$ cat config.mk
export PLATFORM = sky130hd
export DESIGN_NAME = wdt_keyed_top
export DESIGN_NICKNAME = d
export VERILOG_FILES = /design/src/rtl/wdt_keyed_pkg.sv /design/src/rtl/wdt_keyed_keys.sv /design/src/rtl/wdt_keyed_shadow.sv /design/src/rtl/wdt_keyed_core.sv /design/src/rtl/wdt_keyed_top.sv
export SDC_FILE = /design/constraint.sdc
export NUM_CORES = 1
export LEC_CHECK = 0
export BUFFER_PORTS_ARGS = -buffer_cell sky130_fd_sc_hd__buf_4
export CELL_PAD_IN_SITES_DETAIL_PLACEMENT = 1
export CELL_PAD_IN_SITES_GLOBAL_PLACEMENT = 1
export CORE_UTILIZATION = 48
export CTS_CLUSTER_DIAMETER = 80
export CTS_CLUSTER_SIZE = 16
export DETAILED_ROUTE_END_ITERATION = 8
export PLACE_DENSITY_LB_ADDON = 0.05
export SYNTH_ARGS = -nofsm -noshare
export SYNTH_HDL_FRONTEND = slang
export SYNTH_HIERARCHICAL = 1
export SYNTH_SLANG_ARGS = --single-unit
$ cat constraint.sdc
create_clock -name clk -period 8.65 [get_ports clk]
set_input_delay 1.73 -clock clk [delete_from_list [all_inputs] [get_ports clk]]
set_output_delay 1.73 -clock clk [all_outputs]
set_load 0.02 [all_outputs]
$ cat src/rtl/wdt_keyed_pkg.sv
package wdt_keyed_pkg;

  localparam logic [15:0] KEY_UNLOCK = 16'h5555;
  localparam logic [15:0] KEY_START  = 16'hCCCC;
  localparam logic [15:0] KEY_RELOAD = 16'hAAAA;

  localparam logic [1:0] IDX_CMD  = 2'd0;
  localparam logic [1:0] IDX_PSC  = 2'd1;
  localparam logic [1:0] IDX_RLD  = 2'd2;
  localparam logic [1:0] IDX_STAT = 2'd3;

  localparam int SEL_W = 3;
  localparam int PC_W  = 8;

  // Last value of the divider phase counter for a given divider select.
  // Ratio is 4 << sel, capped at 256.
  function automatic logic [PC_W-1:0] div_last(input logic [SEL_W-1:0] sel);
    logic [15:0] ratio;
    if (sel >= 3'd6) ratio = 16'd256;
    else             ratio = 16'd4 << sel;
    return PC_W'(ratio - 16'd1);
  endfunction

endpackage

$ cat src/rtl/wdt_keyed_keys.sv
module wdt_keyed_keys
  import wdt_keyed_pkg::*;
(
  input  logic        clk,
  input  logic        rst_n,
  input  logic        cmd_wr_i,
  input  logic [15:0] key_i,
  output logic        unlocked_o,
  output logic        start_o,
  output logic        reload_o
);

  logic unl_q;

  always_ff @(posedge clk or negedge rst_n) begin
    if (!rst_n)        unl_q <= 1'b0;
    else if (cmd_wr_i) unl_q <= (key_i == KEY_UNLOCK);
  end

  assign unlocked_o = unl_q;
  assign start_o    = cmd_wr_i && (key_i == KEY_START);
  assign reload_o   = cmd_wr_i && (key_i == KEY_RELOAD);

  p_unlock_r2: assert property (@(posedge clk) disable iff (!rst_n)
    (cmd_wr_i && key_i == KEY_UNLOCK) |=> unlocked_o);

  p_relock_r3: assert property (@(posedge clk) disable iff (!rst_n)
    (cmd_wr_i && key_i != KEY_UNLOCK) |=> !unlocked_o);

  p_hold_lock_r3: assert property (@(posedge clk) disable iff (!rst_n)
    !cmd_wr_i |=> $stable(unlocked_o));

endmodule

$ cat src/rtl/wdt_keyed_shadow.sv
module wdt_keyed_shadow #(
  parameter int             W     = 3,
  parameter logic [W-1:0]   INIT  = '0,
  parameter int             PEND  = 5
) (
  input  logic         clk,
  input  logic         rst_n,
  input  logic         wr_i,
  input  logic [W-1:0] data_i,
  output logic [W-1:0] val_o,
  output logic         pend_o
);

  localparam int PW = $clog2(PEND + 1);

  logic [W-1:0]  stg_q;
  logic [W-1:0]  val_q;
  logic [PW-1:0] left_q;
  logic          apply_ev;

  assign apply_ev = !wr_i && (left_q == PW'(1));

  always_ff @(posedge clk or negedge rst_n) begin
    if (!rst_n) begin
      stg_q  <= INIT;
      val_q  <= INIT;
      left_q <= '0;
    end else if (wr_i) begin
      stg_q  <= data_i;
      left_q <= PW'(PEND);
    end else if (left_q != '0) begin
      left_q <= left_q - PW'(1);
      if (apply_ev) val_q <= stg_q;
    end
  end

  assign val_o  = val_q;
  assign pend_o = (left_q != '0);

  p_ignore_r2: assert property (@(posedge clk) disable iff (!rst_n)
    !wr_i |=> $stable(stg_q));

  p_pend_set_r5: assert property (@(posedge clk) disable iff (!rst_n)
    wr_i |=> pend_o);

  p_val_hold_r5: assert property (@(posedge clk) disable iff (!rst_n)
    !$fell(pend_o) |-> $stable(val_o));

  p_val_apply_r5: assert property (@(posedge clk) disable iff (!rst_n)
    $fell(pend_o) |-> (val_o == stg_q));

endmodule

$ cat src/rtl/wdt_keyed_core.sv
module wdt_keyed_core
  import wdt_keyed_pkg::*;
#(
  parameter int CNT_W = 12
) (
  input  logic             clk,
  input  logic             rst_n,
  input  logic             start_i,
  input  logic             reload_i,
  input  logic [CNT_W-1:0] rld_i,
  input  logic [PC_W-1:0]  last_i,
  output logic             req_o
);

  logic             run_q;
  logic             req_q;
  logic [CNT_W-1:0] cnt_q;
  logic [PC_W-1:0]  pc_q;
  logic             tick_ev;
  logic             expire_ev;

  assign tick_ev   = run_q && (pc_q >= last_i);
  assign expire_ev = tick_ev && (cnt_q == '0);

  always_ff @(posedge clk or negedge rst_n) begin
    if (!rst_n) begin
      run_q <= 1'b0;
      req_q <= 1'b0;
      cnt_q <= '0;
      pc_q  <= '0;
    end else if (start_i) begin
      run_q <= 1'b1;
      cnt_q <= rld_i;
      pc_q  <= '0;
    end else if (reload_i) begin
      cnt_q <= rld_i;
      pc_q  <= '0;
    end else if (run_q) begin
      pc_q <= tick_ev ? '0 : pc_q + PC_W'(1);
      if (tick_ev && cnt_q != '0) cnt_q <= cnt_q - CNT_W'(1);
      if (expire_ev) req_q <= 1'b1;
    end
  end

  assign req_o = req_q;

  p_sticky_r9: assert property (@(posedge clk) disable iff (!rst_n)
    req_o |=> req_o);

  p_no_stop_r9: assert property (@(posedge clk) disable iff (!rst_n)
    run_q |=> run_q);

  p_start_load_r6: assert property (@(posedge clk) disable iff (!rst_n)
    start_i |=> (cnt_q == $past(rld_i)));

  p_reload_wins_r8: assert property (@(posedge clk) disable iff (!rst_n)
    (reload_i && !start_i && !req_o) |=> !req_o);

  p_idle_r1: assert property (@(posedge clk) disable iff (!rst_n)
    (!run_q && !start_i) |=> !req_o);

  p_step_r6: assert property (@(posedge clk) disable iff (!rst_n)
    (!start_i && !reload_i) |=>
      ((cnt_q == $past(cnt_q)) || (32'(cnt_q) + 1 == 32'($past(cnt_q)))));

endmodule

$ cat src/rtl/wdt_keyed_top.sv
module wdt_keyed_top
  import wdt_keyed_pkg::*;
#(
  parameter int           CNT_W    = 12,
  parameter int           PEND_CYC = 5,
  parameter logic [11:0]  RLD_INIT = 12'hFFF
) (
  input  logic        clk,
  input  logic        rst_n,
  input  logic        bus_wr,
  input  logic [1:0]  bus_waddr,
  input  logic [15:0] bus_wdata,
  input  logic [1:0]  bus_raddr,
  output logic [31:0] bus_rdata,
  output logic        wdt_rst_req
);

  logic             cmd_wr, psc_wr, rld_wr;
  logic             unlocked, start_ev, reload_ev;
  logic [SEL_W-1:0] psc_val;
  logic [CNT_W-1:0] rld_val;
  logic             psc_pend, rld_pend;

  assign cmd_wr = bus_wr && (bus_waddr == IDX_CMD);
  assign psc_wr = bus_wr && (bus_waddr == IDX_PSC) && unlocked;
  assign rld_wr = bus_wr && (bus_waddr == IDX_RLD) && unlocked;

  wdt_keyed_keys i_keys (
    .clk        (clk),
    .rst_n      (rst_n),
    .cmd_wr_i   (cmd_wr),
    .key_i      (bus_wdata),
    .unlocked_o (unlocked),
    .start_o    (start_ev),
    .reload_o   (reload_ev)
  );

  wdt_keyed_shadow #(.W(SEL_W), .INIT('0), .PEND(PEND_CYC)) i_psc (
    .clk    (clk),
    .rst_n  (rst_n),
    .wr_i   (psc_wr),
    .data_i (bus_wdata[SEL_W-1:0]),
    .val_o  (psc_val),
    .pend_o (psc_pend)
  );

  wdt_keyed_shadow #(.W(CNT_W), .INIT(CNT_W'(RLD_INIT)), .PEND(PEND_CYC)) i_rld (
    .clk    (clk),
    .rst_n  (rst_n),
    .wr_i   (rld_wr),
    .data_i (bus_wdata[CNT_W-1:0]),
    .val_o  (rld_val),
    .pend_o (rld_pend)
  );

  wdt_keyed_core #(.CNT_W(CNT_W)) i_core (
    .clk      (clk),
    .rst_n    (rst_n),
    .start_i  (start_ev),
    .reload_i (reload_ev),
    .rld_i    (rld_val),
    .last_i   (div_last(psc_val)),
    .req_o    (wdt_rst_req)
  );

  always_comb begin
    unique case (bus_raddr)
      IDX_PSC:  bus_rdata = psc_pend ? 32'd0 : 32'(psc_val);
      IDX_RLD:  bus_rdata = rld_pend ? 32'd0 : 32'(rld_val);
      IDX_STAT: bus_rdata = {30'd0, rld_pend, psc_pend};
      default:  bus_rdata = 32'd0;
    endcase
  end

  p_cmd_reads_zero_r4: assert property (@(posedge clk) disable iff (!rst_n)
    (bus_raddr == IDX_CMD) |-> (bus_rdata == 32'd0));

  p_locked_psc_r2: assert property (@(posedge clk) disable iff (!rst_n)
    (bus_wr && bus_waddr == IDX_PSC && !unlocked && !psc_pend) |=> !psc_pend);

endmodule

After elaboration in Yosys (flattened, before gate mapping)
Cells that the tools add are included.
- output and inout bits: 33
- word-level logic and storage cells: 76
- bits of input ports: 23
- register bits: 59
- add/subtract/negate cells: 5
- mux-type cells: 16
- magnitude comparators: 2
- shift-type cells: 1
- equality and inequality tests: 10
- bitwise operators: 4
- reduce and logical (&&, ||, !) cells: 27
- operators with widths (operator ; count):
    two-way mux 12 bit ; 5
    two-way mux 8 bit ; 5
    one-hot mux 12 bit (3 select lines) ; 1
    == test 16 bit, second input constant ; 2
    == test 16 x 15 -> 1 bit, second input constant ; 1
    two-way mux 3 bit ; 5
    logical AND 1 bit ; 12
    zero test 12 bit ; 1
    nonzero test 12 bit ; 1
    nonzero test 3 bit ; 4
    subtractor 12 x 1 -> 12 bit, second input constant ; 1
    adder 8 x 1 -> 8 bit, second input constant ; 1
    >= comparator 8 bit ; 1
    << shifter 3 x 3 -> 8 bit, first input constant ; 1
    subtractor 8 x 1 -> 8 bit, second input constant ; 1
    == test 2 bit, second input constant ; 3
    == test 3 x 1 -> 1 bit, second input constant ; 2
    AND reduction 3 bit ; 2
    subtractor 3 x 1 -> 3 bit, second input constant ; 2
    == test 2 x 1 -> 1 bit, second input constant ; 2
    inverter 1 bit ; 4
    AND reduction 4 bit ; 1
    nonzero test 2 bit ; 2
    >= comparator 3 bit, second input constant ; 1
    3 further kinds ; 4

Logic depth before layout (Yosys ltp)
Gate-level depths: netlist (run 1).
- word-level depth: 10
- mapped depth: 13
- mapped depth without buffers: 12

Hierarchy
Netlist (run 1), hierarchy kept.
- by module, submodules not included (module ; area each (um2) ; times used ; cells an instance ; seq. area each (um2)):
    wdt_keyed_core ; 1501.4 ; 1 ; 174 ; 550.5
    wdt_keyed_shadow (i_rld) ; 1121.1 ; 1 ; 68 ; 705.7
    wdt_keyed_top ; 430.4 ; 1 ; 59 ; 0.0
    wdt_keyed_shadow (i_psc) ; 421.7 ; 1 ; 30 ; 225.2
    wdt_keyed_keys ; 145.1 ; 1 ; 17 ; 25.0

Worst setup path after synthesis (run 1)
Ideal clock, no wire load.
- kind: input port to output port
- from: input bus_raddr[1]
- to: output bus_rdata[0]
- required time: 6920 ps
- arrival: 2488 ps
- path slack: 4432 ps
- stages on the path: 2
- path buffers: 0
- cells stage by stage: or3b_1 a2bb2oi_1
- longest elaborated chain between the ends: 2
- elaborated cells on any way between the ends: 4
- those cells by class: eq/ne: 3; mux: 1
- ends and longest elaborated chain (item ; RTL line ; text):
    start, declared ; wdt_keyed_top.sv:13 ; input logic [1:0] bus_raddr,
    == test 2 bit / == test 2 x 1 -> 1 bit (equally long branches) ; wdt_keyed_top.sv:67 ; unique case (bus_raddr)
    one-hot mux 12 bit (3 select lines) (*) ; wdt_keyed_top.sv:67 ;
    end, declared ; wdt_keyed_top.sv:14 ; output logic [31:0] bus_rdata,
Mark *: on every way between the ends. The rest lies on a longest branch, timed or not.

Worst setup path after layout (run 1)
- from: input bus_raddr[0]
- to: output bus_rdata[5]
The elaborated chain is that of the path after synthesis.

==> results of run 1 <==
cell families (layout without fill, tap and decap cells):
| logic type | Yosys count | after routing | synth area share (%) |
|---|---|---|---|
| buffers and inverters | 52 | 73 | 8.16 |
| DFF | 59 | 59 | 41.6 |
| other | 2 | 22 | 0.207 |
| xor gates and xnor gates | 8 | 8 | 1.94 |
| AOI/OAI and AO/OA | 54 | 54 | 10.7 |
| and+or+nand+nor | 125 | 125 | 21.8 |
| adders and majority gates | 18 | 18 | 6.22 |
| muxes | 30 | 30 | 9.33 |
Yosys cell counts (3+ instances only):
| library cell | instances | share of area (%) |
|---|---|---|
| mux2_1 | 3 | 0.93 |
| buf_6 | 3 | 0.93 |
| nor3b_1 | 5 | 1.0 |
| dfrtp_1 | 35 | 24 |
| nand3b_1 | 3 | 0.62 |
| or4_1 | 3 | 0.62 |
| or3_1 | 3 | 0.52 |
| nand2_1 | 18 | 1.9 |
| nand2b_1 | 10 | 1.7 |
| ha_1 | 18 | 6.2 |
| a21oi_1 | 7 | 0.97 |
| a31oi_1 | 9 | 1.6 |
| o31ai_1 | 8 | 1.7 |
| inv_1 | 18 | 1.9 |
| mux2_2 | 27 | 8.4 |
| nand3_1 | 6 | 0.83 |
| dfstp_2 | 24 | 17 |
| clkbuf_1 | 8 | 0.83 |
| and2_1 | 10 | 1.7 |
| xnor2_1 | 6 | 1.5 |
| o21ai_0 | 7 | 0.97 |
| o21a_1 | 3 | 0.62 |
| o311ai_0 | 4 | 0.97 |
| nor3_1 | 10 | 1.4 |
| nand4_1 | 6 | 1.0 |
| nor2_1 | 24 | 2.5 |
| nor4bb_1 | 4 | 1.1 |
| buf_4 | 20 | 4.1 |
metal layers:
| metal | up-vias | routed length (µm) | track usage, % | part of all wire, % |
|---|---|---|---|---|
| met5 | - | 0 | 0 | 0 |
| met4 | 0 | 128 | 8.06 | 1.5 |
| met3 | 13 | 289 | 3.92 | 3.3 |
| met2 | 75 | 4310 | 40.0 | 50 |
| met1 | 1355 | 3960 | 32.3 | 46 |
| li1 | 1283 | - | - | - |
stage by stage:
step	utilization (%)	instance area, µm²
finish	57.0	4140
global placement	53.6	3890
global route	57.0	4140
CTS	57.0	4140
detailed placement	53.6	3890
floorplan	-	3690
critical path: stages:
cell and delay, ps:
buf_4 140, nor3b_4 410, and2_1 210, buf_4 140
final timing paths:
| kind | from | end | slack, ps | depth (start not counted) |
|---|---|---|---|---|
| worst max-delay path | bus_raddr[0] | bus_rdata[5] | 4270 | 4 |
| worst min register to register | i_core/req_o | i_core/req_o | 500 | 1 |
| min in group asynchronous | rst_n | i_core/pc_q[7] | 1450 | 1 |
| worst min-delay path | i_core/req_o | i_core/req_o | 500 | 1 |
| worst max register to register | i_psc/val_o[2] | i_core/cnt_q[11] | 4960 | 10 |
| max in group asynchronous | rst_n | i_psc/val_o[1] | 6700 | 1 |
final cells by class:
type	count	area [µm²]	share of cell area, %
multi-input cells	257	1900	45.9
flip-flops and latches	59	1510	36.4
repair buffers	39	293	7.08
clock buffers	9	124	2.99
clock inverters	7	124	2.99
well taps	99	124	2.99
inverters	18	67.6	1.63
power breakdown:
part	switching (mW)	total (mW)	internal [mW]	leakage, nW
clock network	0.120	0.314	0.193	0.120
logic	0.131	0.261	0.129	0.996
registers	0.0594	0.422	0.363	0.707
total	0.311	0.997	0.686	1.82
flip-flops by register name (all words and copies together) (netlist names):
signal,flops
i_core/cnt_q,12
i_core/pc_q,8
i_core/req_o,1
i_core/run_q,1
i_keys/unlocked_o,1
i_psc/left_q,3
i_psc/stg_q,3
i_psc/val_o,3
i_rld/left_q,3
i_rld/stg_q,12
i_rld/val_o,12
==> summary.md, run 1 <==
| Metric | Value |
|---|---|
| Global-route wire length before repair | 14.1 mm |
| Largest net degree at the start of global routing | 60 |
| Peak VDD IR | 0.132 mV |
| Max Fanout on Critical Path | 10 |
| Post-CTS sizing | 0 |
| Clock root buffer master | clkbuf_8 |
| Cell Rows | 31 |
| Final Max Tran Viols | 0 |
| Final setup viols | 0 |
| Post-synthesis sequential area ratio | 41.6% |
| Initial Util | 49.9% |
| Total Power | 0.997 mW |
| Hold WS | 500 ps |
| Deepest clock path buffer count | 2 |
| Async set-reset flop share out of synthesis | 100% |
| Routed wire per std cell | 17.8 µm |
| Area of the core | between 7000 and 8000 µm² |
| # fillers | a little over 800 |
| Post-CTS Setup Inserts | 0 |
| Lkg Pwr | between 1.5 and 2 nW |
| Synth unique cells | 63 |
| Crit path DAT | 2650 ps |
| CP startpoint kind | input port |
| GRT Total Usage | 24.2% |
| Place WS | 4280 ps |
| Layout Area Growth over Synthesis | 14.3% |
| Routed vias | 2726 |
| IO Count | 56 |
| Chip Height | 88.8 µm |
| N_diodes | 0 |
| Routed wire length | 8.69 mm |
| Main flop type after synthesis | dfrtp_1 |
| Total Neg Setup Slack | 0 ps |
| Finished Layout Cells | 488 |
| DR pass1 iterations | 4 |
| Clock sinks | 59 |
| GPL Wtd Cong | 0.842 |
| Initial DRC count | 134 |
| Yosys warnings | 6 |
| Drt via density | 5.59 |
| PortBufs | 35 |
| Kind of end point of the critical path | primary output |
| Fmax | around 230 MHz |
| Final period utilization | between 50% and 60% |
| Die width | 88.8 µm |
| Final hold vios | 0 |
| Worst Slack Setup Final | between 4000 and 5000 ps |
| Most frequent cells in the layout | buf_4 (39), dfrtp_1 (35), mux2_2 (27) |
| Post-synth EDFFs | 0 |
| Layout cells sized above 1 | 31.4% |
| Synthesized cell area | around 3600 µm² |
| GRT overflow | 0 |
| Status | completed |
| H-tree levels | 3 |
| Clock-pin slew on the worst setup and hold paths | 70 ps |
| Post-route antenna net violation count | 0 |
| Yosys reg bits | 59 |
| RSZ-0062 raised after global routing | false |
| Antenna violations before repair | 0 |
| Number of clock buffers inserted by TritonCTS | 9 |
| Max capacitance violation total | 0 |
| HP Class | register to register |
| Post-Syn Area per Cell | 10.4 µm² |
| Vias in the first global route | 2787 |
| WP data required | 6920 ps |
| CTS tree | yes |
| Pwr dens | about 240 nW/µm² |
| Crit path time final | roughly 4400 ps |
| Drc violations | 0 |
| Most common cell after layout, fill and taps aside | buf_4 |
| Slew headroom | between 40% and 50% |
| Hold Buf Count CTS | 0 |
| Post-Synthesis Cells | 348 |
| Clk_lat worst skew | about 340 ps |
| Placed cell count | 472 |
| Worst-Margin Slew | 844 ps |
| DP HPWL | 6.12 mm |
| Crit Path Class | input port to primary output |
| Clock Skews | roughly 10 ps |
| Layout Nets | 425 |
| Die area | 7890 µm² |
Note: power is estimated with default switching activity, not from simulation.
==> inputs of run 2 (changes only) <==
- ABC_AREA: not set -> 1
- CORE_UTILIZATION: 48 -> 37
- clock period: 8.65 -> 4 ns (I/O delays scaled with it)
==> summary.md, run 2 <==
| Metric | Value |
|---|---|
| Area of the core | 9910 µm² (+37%) |
| Number of clock buffers inserted by TritonCTS | 9 (unchanged) |
| Reg-to-Reg End | i_core/cnt_q[8] |
| N_diodes | 0 (unchanged) |
| Cell Rows | 36 (+16%) |
| Synthesized cell area | 3830 µm² (+5.8%) |
| CTS tree | yes |
| Share of the synthesized area in the top cell type | 22.9% (-1.3 points) |
| Clock root buffer master | clkbuf_8 |
| Peak VDD IR | 0.257 mV (+96%) |
| Worst min-delay path endpoint | i_rld/stg_q[11] |
| Yosys reg bits | 59 (unchanged) |
| GPL Wtd Cong | 0.772 (-8.3%) |
| Crit path time final | 2700 ps |
| Hold WS | 465 ps (-35.7 ps) |
| Kind of end point of the critical path | primary output |
| Yosys warnings | 6 (unchanged) |
| Final hold vios | 0 (unchanged) |
| Final period utilization | 67.5% |
| H-tree levels | 3 (unchanged) |
| WP data required | 3200 ps (-3720 ps) |
| Routed wire per std cell | 12.6 µm (-29%) |
| CP cell instances | inv_1 -> ha_1 -> nand2_1 -> inv_2 -> nand2_1 -> nor2_1 -> buf_4 |
| Most frequent cell after synthesis | nand2_1 |
| Lkg Pwr | 2.28 nW (+25%) |
| Finished Layout Cells | 708 (+45%) |
| Vias in the first global route | 3375 (+21%) |
| Crit Path Class | register to primary output |
| DP HPWL | 6.80 mm (+11%) |
| Die area | 10800 µm² (+36%) |
| Final setup viols | 0 (unchanged) |
| Most common cell after layout, fill and taps aside | nand2_1 |
| # fillers | 1263 (+54%) |
| Post-CTS sizing | 0 (unchanged) |
| Worst Setup SP | i_rld/left_q[0] |
| Initial Util | 38.7% (-11 points) |
| CP startpoint kind | register |
| Final Max Tran Viols | 0 (unchanged) |
| Chip Height | 104 µm (+17%) |
| Total Neg Setup Slack | 0 ps (unchanged) |
| Max incr delay on CP | 400 ps (about the same) |
| Clock Skews | 10.4 ps (+0.126 ps) |
| Drc violations | 0 (unchanged) |
| Hold depth | 2 (+1) |
| PortBufs | 35 (unchanged) |
| Layout cells sized above 1 | 17.9% (-13 points) |
| Global-route wire length before repair | 16.0 mm (+13%) |
| Routed wire length | 8.94 mm (+2.9%) |
| Layout Nets | 611 (+44%) |
| Post-route antenna net violation count | 0 (unchanged) |
| Main area contributors after synthesis | dfrtp_1 (23%), nand2_1 (19%), dfstp_2 (16%) |
| DP Area | 4100 µm² (+5.5%) |
| Die width | 104 µm (+17%) |
| Worst-Margin Slew | 767 ps (-77.7 ps) |
| Worst reg-to-reg setup slack | 1330 ps (-3630 ps) |
| Crit path DAT | 1900 ps (-750 ps) |
| CP Buf/Inv Count | 3 (+1) |
| Worst reg-to-reg path cell count | 15 (+5) |
| Layout Area Growth over Synthesis | 12.8% |
| FF-to-FF Start | i_psc/val_o[1] |
| Crit path top cell by count | nand2_1 |
| Fmax | 370 MHz |
| DR pass1 iterations | 4 (unchanged) |
| Hold Buf Count CTS | 0 (unchanged) |
| Drt via density | 4.60 (-18%) |
| Clock sinks | 59 (unchanged) |
| Hold Crit Start | i_rld/stg_q[11] |
| Status | completed |
| Synth unique cells | 34 (-46%) |
| Deepest clock path buffer count | 2 (unchanged) |
| Post-CTS Setup Inserts | 0 (unchanged) |
| Post-synth top cells | nand2_1 (199), nand3_1 (56), nor2_1 (56) |
| Post-synthesis sequential area ratio | 39.3% (-2.3 points) |
| Max capacitance violation total | 0 (unchanged) |
| HP Class | register to register |
| Clock-pin slew on the worst setup and hold paths | 80 ps (about the same) |
| Slew headroom | 48.9% (+5.6 points) |
| Crit-path slowest cell | dfrtp_1 |
| RSZ-0062 raised after global routing | false |
| Antenna violations before repair | 0 (unchanged) |
| Clk_lat worst skew | 340 ps (about the same) |
| GRT overflow | 0 (unchanged) |
| GRT Total Usage | 18.3% (-5.8 points) |
| Area taken by multi-input logic gates | 1950 µm² (+2.6%) |
| Post-synth EDFFs | 0 (unchanged) |
| Post-Synthesis Cells | 535 (+54%) |
| Yosys top cell by area | dfrtp_1 |
| Largest net degree at the start of global routing | 60 (unchanged) |
| Async set-reset flop share out of synthesis | 100% (unchanged) |
| Max Fanout on Critical Path | 10 (unchanged) |
| Initial DRC count | 87 (-35%) |
| Routed vias | 3259 (+20%) |
| IO Count | 56 (unchanged) |
| Placed cell count | 692 (+47%) |
| Main flop type after synthesis | dfrtp_1 |
| Most frequent cells in the layout | nand2_1 (199), nor2_1 (56), nand3_1 (56) |
| Post-Syn Area per Cell | 7.16 µm² (-31%) |
| Pwr dens | 381 nW/µm² (+58%) |
| Post-route cell area | 4320 µm² (+4.5%) |
| Sequential Area | 1510 µm² (unchanged) |
| Largest delay contributor family on the critical path | buffers and inverters |
-- run 2: layout make-up --
type / instances / area share, %
clock inverters: 6 / 1.59
flip-flops and latches: 59 / 34.9
multi-input cells: 407 / 45.0
well taps: 133 / 3.85
inverters: 57 / 4.95
clock buffers: 10 / 3.45
repair buffers: 36 / 6.25
-- run 2: where the power goes --
part	leakage (nW)	switching (mW)	internal [mW]	total, mW
clock network	0.113	0.264	0.330	0.594
logic	1.46	0.280	0.120	0.400
registers	0.709	0.0225	0.631	0.653
-- run 2: worst max-delay path by stage --
stage               slack, ps               to  cells past startpoint
floorplan                1770  i_core/cnt_q[2]                     13
global placement         1240   i_core/pc_q[6]                     15
detailed placement       1200   i_core/pc_q[6]                     15
CTS                      1250    bus_rdata[10]                      7
global route             1020  i_core/cnt_q[0]                     16
finish                   1300    bus_rdata[10]                      7
-- run 2: cells by family (layout without fill, tap and decap cells) --
kind of cell    after synthesis  after routing  share of synthesized area (%)
buf+inv                      89            109                           11.8
fa+ha+maj                    18             18                           5.88
other cells                   2             22                          0.196
xor+xnor                      8              8                           1.83
simple gates                343            343                           38.7
compound gates               16             16                           2.29
flops                        59             59                           39.3
-- run 2: worst reg2reg max path: cells and delay by family, from the launching register on --
kind                       cells  cell delay, ps
DFF                            1             450
adders and majority gates      2             490
AOI/OAI and AO/OA              1             180
and+or+nand+nor               10            1350
buffers and inverters          2             140
-- run 2: routing by layer --
| metal | global-route usage, % | part of all wire (%) | vias up |
|---|---|---|---|
| met5 | 0 | 0 | - |
| met4 | 6.43 | 1.1 | 0 |
| met3 | 3.02 | 2.2 | 8 |
| met2 | 30.1 | 46 | 42 |
| met1 | 24.4 | 50 | 1523 |
| li1 | - | - | 1686 |
-- run 2: per-stage QoR --
stage | total power [mW] | setup WS, ps | utilization (%)
detailed placement | 1.07 | 1200 | 41.4
floorplan | 1.00 | 1770 | -
global route | 1.76 | 1020 | 43.6
finish | 1.65 | 1300 | 43.6
global placement | 1.06 | 1240 | 41.4
CTS | 1.69 | 1250 | 43.6
==> inputs of run 3 (changes only) <==
- clock period: 4 -> 2.2 ns (I/O delays scaled with it)
==> summary.md, run 3 (synthesized netlist as in run 2, its figures left out) <==
| Metric | Value |
|---|---|
| Worst reg-to-reg setup slack | -7 ps (-1340 ps) |
| Most common cell after layout, fill and taps aside | nand2_1 |
| Slew headroom | 49.2% (+0.29 points) |
| Worst reg-to-reg path cell count | 15 (unchanged) |
| Die width | 104 µm (unchanged) |
| FF-to-FF Start | i_psc/val_o[1] |
| Peak VDD IR | 0.412 mV (+60%) |
| Clock root buffer master | clkbuf_8 |
| Fmax | 453 MHz |
| Layout Area Growth over Synthesis | 21.4% |
| GPL Wtd Cong | 0.769 (-0.39%) |
| Clk_lat worst skew | 350 ps (about the same) |
| CTS tree | yes |
| Max capacitance violation total | 0 (unchanged) |
| Pwr dens | 633 nW/µm² (+66%) |
| Post-route cell area | 4650 µm² (+7.6%) |
| Worst-Margin Slew | 762 ps (-4.28 ps) |
| Global-route wire length before repair | 16.5 mm (+3.5%) |
| Hold Buf Count CTS | 0 (unchanged) |
| RSZ-0062 raised after global routing | true |
| Deepest clock path buffer count | 2 (unchanged) |
| Crit path DAT | 2440 ps (+540 ps) |
| Area of the core | 9910 µm² (unchanged) |
| Crit path to | i_core/cnt_q[4] |
| Crit path time final | 2210 ps |
| IO Count | 56 (unchanged) |
| Routed vias | 3416 (+4.8%) |
| Clock Skews | 8.46 ps (-1.95 ps) |
| Max Fanout on Critical Path | 6 (-4) |
| Antenna violations before repair | 0 (unchanged) |
| CP startpoint kind | register |
| DR pass1 iterations | 4 (unchanged) |
| Routed wire length | 9.52 mm (+6.5%) |
| Clock-pin slew on the worst setup and hold paths | 80 ps (about the same) |
| Initial DRC count | 78 (-10%) |
| DP Area | 4280 µm² (+4.3%) |
| Largest net degree at the start of global routing | 60 (unchanged) |
| PortBufs | 35 (unchanged) |
| Kind of end point of the critical path | register |
| Final Max Tran Viols | 0 (unchanged) |
| Final period utilization | 100% |
| # fillers | 1291 (+2.2%) |
| Chip Height | 104 µm (unchanged) |
| Failing checks | negative setup slack |
| Most frequent cells in the layout | nand2_1 (193), buf_4 (62), nor2_1 (54) |
| Final setup viols | 3 (+3) |
| GRT Total Usage | 19.0% (+0.65 points) |
| H-tree levels | 3 (unchanged) |
| Crit Path Class | register to register |
| Reg-to-Reg End | i_core/cnt_q[4] |
| GRT overflow | 0 (unchanged) |
| Lkg Pwr | 2.42 nW (+5.8%) |
| Post-route antenna net violation count | 0 (unchanged) |
| HP Class | input port to async pin |
| Number of clock buffers inserted by TritonCTS | 9 (unchanged) |
| Layout Nets | 641 (+4.9%) |
| Layout cells sized above 1 | 26.0% (+8.0 points) |
| WP data required | 2430 ps (-770 ps) |
| Vias in the first global route | 3538 (+4.8%) |
| Clock sinks | 59 (unchanged) |
| Cell Rows | 36 (unchanged) |
| Routed wire per std cell | 12.9 µm (+2.2%) |
| Total Neg Setup Slack | -9.04 ps (-9.04 ps) |
| Die area | 10800 µm² (unchanged) |
| N_diodes | 0 (unchanged) |
| DP HPWL | 7.26 mm (+6.8%) |
| Drc violations | 0 (unchanged) |
| Worst Slack Setup Final | -7.48 ps (-1310 ps) |
| Final hold vios | 0 (unchanged) |
| Initial Util | 38.7% (unchanged) |
| Worst Setup SP | i_psc/val_o[1] |
| Status | complete, but fails checks |
| Drt via density | 4.63 (+0.56%) |
[run 3: stage by stage]
stage / total power, mW / std cells / hold slack [ps] / utilization (%) / setup WS (ps)
finish: 2.94 / 738 / 155 / 46.9 / -7.48
global route: 3.18 / 738 / 211 / 46.9 / -133
CTS: 2.96 / 735 / 190 / 46.1 / 3.66
detailed placement: 1.97 / 714 / 455 / 43.2 / -188
global placement: 1.94 / 714 / 455 / 43.2 / -52.0
floorplan: 1.83 / 555 / 144 / - / 44.2
[run 3: metal layers]
metal	share of wire [%]	vias to the layer above	track usage [%]
met5	0	-	0
met4	1.1	0	5.71
met3	2.2	10	3.46
met2	50	49	32.8
met1	47	1613	24.1
li1	-	1744	-
[run 3: report_power, final]
part	leakage, nW	internal, mW	switching [mW]
registers	0.709	1.15	0.0428
logic	1.62	0.276	0.549
clock network	0.0916	0.426	0.503
[run 3: critical path, cell delays in order, from the launching register on]
cell and delay, ps:
dfrtp_1 410, buf_4 140, buf_4 130, buf_4 140
a21oi_2 120, nand2_1 60, nand2_1 60, inv_1 40
ha_1 260, nand2_1 60, o21a_1 200, nand2_2 100
nand3_4 100, buf_6 160, nand3_1 70, nand2_1 60
[run 3: area by class of cell]
class                   instances  area (µm²)  area share [%]
multi-input cells             407        2060            44.3
clock inverters                 7        57.6            1.24
repair buffers                 66         519            11.2
well taps                     133         166            3.58
inverters                      57         216            4.65
flip-flops and latches         59        1510            32.4
clock buffers                   9         124            2.66
[run 3: what timing repair did]
item / in CTS / in global routing
setup buffers: 4 / 3
hold endpoints to repair: 0 / 0
cloned: 1 / 0
pin swaps: 8 / 11
endpoints found under the setup margin: 30 / 26
resized for setup: 22 / 15
[run 3: how the worst min path moves through the flow]
stage / from / endpoint / slack (ps) / cells after the start
2_1_floorplan: rst_n / i_core/cnt_q[0] / 140 / 0
3_3_place_gp: i_rld/stg_q[1] / i_rld/stg_q[1] / 460 / 2
3_5_place_dp: i_rld/stg_q[10] / i_rld/stg_q[10] / 460 / 2
4_1_cts: rst_n / i_core/pc_q[2] / 190 / 1
5_1_grt: rst_n / i_core/pc_q[0] / 210 / 1
6_report: rst_n / i_core/pc_q[2] / 150 / 1
